<file path="config.mk">
export PLATFORM = sky130hd
export DESIGN_NAME = ucode_alu
export DESIGN_NICKNAME = d
export VERILOG_FILES = /design/src/rtl/ucode_alu.sv
export SDC_FILE = /design/constraint.sdc
export NUM_CORES = 1
export LEC_CHECK = 0
export BUFFER_PORTS_ARGS = -buffer_cell sky130_fd_sc_hd__buf_4
export CORE_MARGIN = 10
export CORE_UTILIZATION = 41
export DETAILED_ROUTE_END_ITERATION = 6
export PLACE_DENSITY = 0.63
export REMOVE_ABC_BUFFERS = 1
export SLEW_MARGIN = 20
export SYNTH_ARGS = -nofsm -noshare
export SYNTH_HDL_FRONTEND = slang
export SYNTH_SLANG_ARGS = --single-unit
</file>
<file path="constraint.sdc">
create_clock -name clk -period 3.5 [get_ports clk]
set_input_delay 0.175 -clock clk [delete_from_list [all_inputs] [get_ports clk]]
set_output_delay 0.175 -clock clk [all_outputs]
set_load 0.02 [all_outputs]
</file>
<file path="src/rtl/ucode_alu.sv">
module ucode_alu #(
  parameter int W = 32,
  parameter int IMM = 13
) (
  input  logic         clk,
  input  logic         rst,
  input  logic [3:0]   fn,
  input  logic         flag_en,
  input  logic [W-1:0] a_bus,
  input  logic [W-1:0] b_bus,
  output logic [W-1:0] c_bus,
  output logic [3:0]   flags
);
  localparam int SH = $clog2(W);

  logic [W:0]   sum;
  logic [W-1:0] inc_val;
  logic         is_cc, add_v;

  assign sum     = {1'b0, a_bus} + {1'b0, b_bus};
  assign inc_val = a_bus + ((fn == 4'd14) ? W'(4) : W'(1));
  assign is_cc   = (fn[3:2] == 2'b00);
  assign add_v   = (a_bus[W-1] == b_bus[W-1]) && (sum[W-1] != a_bus[W-1]);

  always_comb begin
    case (fn)
      4'd0, 4'd5:   c_bus = a_bus & b_bus;
      4'd1, 4'd6:   c_bus = a_bus | b_bus;
      4'd2, 4'd7:   c_bus = ~(a_bus | b_bus);
      4'd3, 4'd8:   c_bus = sum[W-1:0];
      4'd4:         c_bus = a_bus >> b_bus[SH-1:0];
      4'd9:         c_bus = a_bus << 2;
      4'd10:        c_bus = a_bus << 10;
      4'd11:        c_bus = {{(W-IMM){1'b0}}, a_bus[IMM-1:0]};
      4'd12:        c_bus = {{(W-IMM){a_bus[IMM-1]}}, a_bus[IMM-1:0]};
      4'd13, 4'd14: c_bus = inc_val;
      default:      c_bus = a_bus >> 5;
    endcase
  end

  always_ff @(posedge clk) begin
    if (rst)
      flags <= 4'b0;
    else if (flag_en && is_cc)
      flags <= {c_bus[W-1], ~|c_bus,
                (fn == 4'd3) & add_v, (fn == 4'd3) & sum[W]};
  end


  reset_clear_chk: assert property (@(posedge clk) rst |=> flags == 4'b0);

  hold_flags_chk: assert property (@(posedge clk) disable iff (rst)
    (!flag_en || !is_cc) |=> $stable(flags));

  logic_vc_clear_chk: assert property (@(posedge clk) disable iff (rst)
    (flag_en && fn < 4'd3) |=> flags[1:0] == 2'b00);

  zero_flag_chk: assert property (@(posedge clk) disable iff (rst)
    (flag_en && is_cc && c_bus == '0) |=> flags[2]);

  always_comb begin
    if (fn == 4'd13) inc_one_chk: assert (c_bus - a_bus == W'(1));
  end
endmodule

</file>
Word level (Yosys, flattened, before mapping). Index checks and enable logic that the tools add are counted.

Output and inout port bits: 36. Word-level logic and storage cells: 38. Input bits: 71. Bits in registers: 4.

Eq/ne operators: 16. Shift-type cells: 1. Bitwise gates (word level): 5. Multiplexer cells: 2. $add $sub $neg: 2. Reduce and logical (&&, ||, !) cells: 11.

Operator list (number): 32-bit one-hot mux with 10 select lines (1); 32-bit by 32-bit adder with 33-bit output (1); 32-bit by 3-bit adder with 32-bit output (1); 32-bit AND (1); 32-bit NOT (1); 32-bit bitwise OR (1); 32-bit OR reduction (1); 32-bit by 5-bit right shift with 32-bit output (1); 4-bit equality test (second input constant) (7); 4-bit by 3-bit equality test with 1-bit output (second input constant) (4); 2-bit OR reduction (5); 4-bit by 2-bit equality test with 1-bit output (second input constant) (2); 4-bit by 1-bit equality test with 1-bit output (second input constant) (1); 4-bit zero test (1); 3-bit 2-to-1 mux (1); 1-bit AND (2); 1-bit logical AND (2); 2-bit zero test (1); 1-bit equality test (1); 1-bit zero test (1); 1-bit != test (1).

Logic depth before layout (Yosys ltp).
Depth in word-level cells: 6. Depth in mapped cells: 19. Mapped depth without buffers: 15.

Worst setup path before layout. OpenSTA, ideal clock, no wires.

Kind: input port to flip-flop. Start point: input fn[1]. End point: register flags[2]. Setup slack: -455 ps. Stages on the path: 19. Arrival: 3896 ps. Path through: buf_2 > nor2b_1 > clkbuf_1 > buf_1 > nand2_1 > inv_1 > ha_1 > a31oi_1 > or4_1 > clkbuf_1 > nor3_1 > nand2_1 > xnor2_1 > a221oi_1 > a31oi_1 > or3_1 > nor4b_1 > nand4_1 > nand2_1.

Cells in the longest elaborated chain, start to end: 6. Elaborated cells between the ends (all ways): 25.

Ends and longest elaborated chain: from (decl) (RTL line 7) `input logic [3:0] fn,`; 4-bit equality test (RTL line 21, 26); 3-bit 2-to-1 mux (RTL line 21) `assign inc_val = a_bus + ((fn == 4'd14) ? W'(4) : W'(1));`; 32-bit by 3-bit adder with 32-bit output (RTL line 21); 32-bit one-hot mux with 10 select lines * (RTL line 26) `case (fn)`; via c_bus[25] (RTL line 11) `output logic [W-1:0] c_bus,`; 32-bit OR reduction * (RTL line 45) `flags <= {c_bus[W-1], ~|c_bus,`; 1-bit zero test * (RTL line 45); to (signal assigned) (RTL line 45); to (decl) (RTL line 12) `output logic [3:0] flags`.

Mark *: on every way through the listed nets, which the timed path passes. The rest lies on a longest branch. A chain may end at the register's enable or synchronous reset.

Worst setup path in the final report.
Start point: input a_bus[0]. End point: register flags[2].

Cells in the longest elaborated chain, start to end: 5. Elaborated cells between the ends (all ways): 9.

Ends and longest elaborated chain: from (decl) (RTL line 9) `input logic [W-1:0] a_bus,`; parallel branches: the longest is 2 deep, another holds 32-bit by 3-bit adder with 32-bit output; 32-bit one-hot mux with 10 select lines * (RTL line 26); 32-bit OR reduction * (RTL line 45); 1-bit zero test * (RTL line 45).

Every way passes the cells marked *.

==> out/results.txt <==
Final wirelength - 42100 µm
Antenna fix cells - 0
Share of flip-flops with an asynchronous set or reset after synthesis - 0
Required @ worst endpoint - 3.68 ns
Worst hold margin - 0.157 ns
Max-Slew Margin vs Limit - 0.342
Synthesized area per cell - 6.56 µm²
Cell area after placement - 9760 µm²
Share of synthesized cell area in full adder, half adder and majority cells - 0.112
Dominant combinational cell family by area after synthesis - compound AO/OA/AOI/OAI gates
Area share of and/or/nand/nor cells after synthesis - 0.246
Final Power - 2.01 mW
First-pass iteration count of the detailed router - 7
Per-cell via count in the routed design - 6.65
CTS H-Tree Depth - 1
CTS buffer count - 3
Reg clk slew, reported paths - 0.04 ns
Routability congestion estimate - 1.13
Post-layout instance count excluding filler cells - 1597
Initial antenna violation count - 1
Post-synthesis sequential area ratio - 0.0104
Worst endpoint data arrival time - 3.60 ns
Final number of max-transition violations - 0
Global-route wire length before repair - 62000 µm
Type of the setup path with the least slack - primary input to flop
Number of distinct standard cells referenced by the synthesized netlist - 89
Standard-cell rows - 50
Placeable core area - 18600 µm²
Area fraction in compound gates after synthesis - 0.354
Multiplexer fraction of the synthesized cell area - 0.116
Largest registers - flags: 4 flops
Share of the core filled with cells - 0.532
DIE WIDTH - 157 µm
Number of antenna-violating nets in the routed design - 0
Primary flip-flop cell chosen by synthesis mapping - dfxtp_1
Leading cell type by number of instances after synthesis - nand2_1
Final setup violating endpoints - 0
Cell area after layout - 9910 µm²
Fraction of synthesized cell area in xor and xnor cells - 0.0588
Vias in the first global route - 9877
Critical path peak fanout - 3
Largest Register - flags
Unrepaired setup endpoints after global routing - true
Sort of element at the start of the critical path - primary input
Max-cap viol count - 0
Overall die height - 157 µm
Number of hold buffers added after CTS - 0
Cell-by-cell listing of the critical path - buf_4 -> ha_1 -> inv_1 -> fa_1 -> nor2b_1 -> o31a_1 -> o311ai_1 -> a21oi_1 -> o21a_1 -> a211o_1 -> or4_1 -> or3_1 -> and4bb_1 -> nand4_1 -> nand2_1
Cells after synthesis - 1178
Cell accounting for the most synthesized area - ha_1
Static power due to leakage - 4.46 nW
Area enclosed by the die boundary - 24700 µm²
Leftover overflow at the end of global routing - 0
Synth Cell Area - 7730 µm²
Type of destination of the critical path - flop
Fraction of layout cells with a size suffix above 1 - 0.254
Post-synth EDFFs - 0
GRT Resource Usage Total - 0.326
FF+latch count, synth - 4
PD cells - 203 nW/µm²
Achievable clock frequency - 0.292 GHz
Share of the synthesized area in the top cell type - 0.108
Max stage delay cell, worst path - or4_1
Highest ir drop seen on vdd - 0.139 mV
Deepest clock path buffer count - 2
Delay of the slowest cell on the worst path - 0.52 ns
Clock sink count - 4
Via count - 10617
Initial drt markers - 1576
Root Buffer - clkbuf_16
Synth top area cells - ha_1 11%, mux2i_1 6.2%, nand2_1 6.0%
Class of the most critical hold timing path - primary input to flop
Placed Instances - 1592
Yosys warning total - 0
Max reg flops - 4
Clock latency on the worst-skew pair - 0.23 ns
Leading cell types by count after synthesis - 123 x nand2_1, 97 x nor2_1, 84 x a21oi_1
Post-route clock skew - 0 ns
TritonCTS clock tree - done
Post-DP HPWL - 34000 µm
Actual transition at the worst max-transition pin - 0.980 ns
Final hold vios - 0
Remaining DRCs - 0
Time the final worst path needs with I/O delays and setup - 3.42 ns
Result of the run - finished clean
Pin count of the biggest net entering global routing - 50
Final period utilization - 0.977
# IOs - 107
Count of nets after finishing - 1504
Detailed-route wire length per cell - 26.4 µm
Count of buffers from port buffering - 106
Syn-to-layout area delta - 28.3%
Initial cell density of the core - 0.414
## power breakdown
group | internal (mW) | switching [mW] | total, mW
clock network | 0.147 | 0.0428 | 0.190
registers | 0.0467 | 0.000776 | 0.0475
logic | 0.730 | 1.05 | 1.78
## placed cells by master (no fill, tap or decap), types with 6 or more instances in the layout
cell type and count:
buf_4 290, nor4_1 11, a31oi_1 10, nor2b_1 10
o22ai_1 31, and2_1 9, a211oi_1 13, mux2i_1 48
mux4_2 13, o221ai_1 8, o211ai_1 20, a22oi_1 17
o32a_1 9, nand3_1 40, ha_1 67, and3_1 7
a221oi_1 25, xnor2_1 40, nor3_1 31, o21bai_1 6
nand4_1 17, nand2b_1 14, nor2_1 97, o21a_1 11
a32oi_1 6, inv_1 74, xor2_1 10, nand2_1 123
o21ai_0 66, o211a_1 10, a21oi_1 84, a21o_1 13
## path summary, 6_finish.rpt
check	startpoint	to	slack, ns	cells after the start
setup reg to reg	flags[3]	flags[3]	2.78	2
hold reg to reg	flags[0]	flags[0]	0.46	2
setup / recovery	a_bus[0]	flags[2]	0.08	15
hold / removal	rst	flags[0]	0.16	2
## through the flow
step	worst slack [ns]	TNS, ns
final	0.0797	0
after global routing	-0.0285	-0.0285
after CTS	0.0380	0
after detailed placement	-0.215	-0.215
after global placement	-0.238	-0.238
after floorplan	-0.297	-0.297
## final cells by class
type | count | area (µm²)
Clock buffer | 3 | 75.1
Fill cell | 1956 | 8730
Inverter | 77 | 289
Multi-Input combinational cell | 985 | 6920
Sequential cell | 4 | 80.1
Tap cell | 234 | 293
Timing Repair Buffer | 294 | 2260
## cell families after synthesis
logic type / count (synthesis)
AO/OA/AOI/OAI: 396
XOR/XNOR: 51
adder cells (fa/ha/maj): 69
buffers and inverters: 189
flip-flops: 4
multiplexers: 71
AND/OR/NAND/NOR: 398
## metal layers
metal / GRT usage / up-vias / part of all wire
li1: - / 4764 / -
met1: 0.447 / 4994 / 0.41
met2: 0.481 / 755 / 0.42
met3: 0.0985 / 102 / 0.14
met4: 0.0873 / 2 / 0.031
met5: 0 / - / 0.00031
## critical path: cells and delay by family
family                   cells  cell delay, ns
adder cells (fa/ha/maj)      2            0.42
AO/OA/AOI/OAI                5            1.31
AND/OR/NAND/NOR              6            1.46
buffers and inverters        2            0.22
## what timing repair did
item                                    CTS  global route
buffers inserted                          0             2
gates resized for setup                   1            12
pin swaps                                 0             2
endpoints found under the setup margin    1             6
Note: power is estimated with default switching activity, not from simulation.
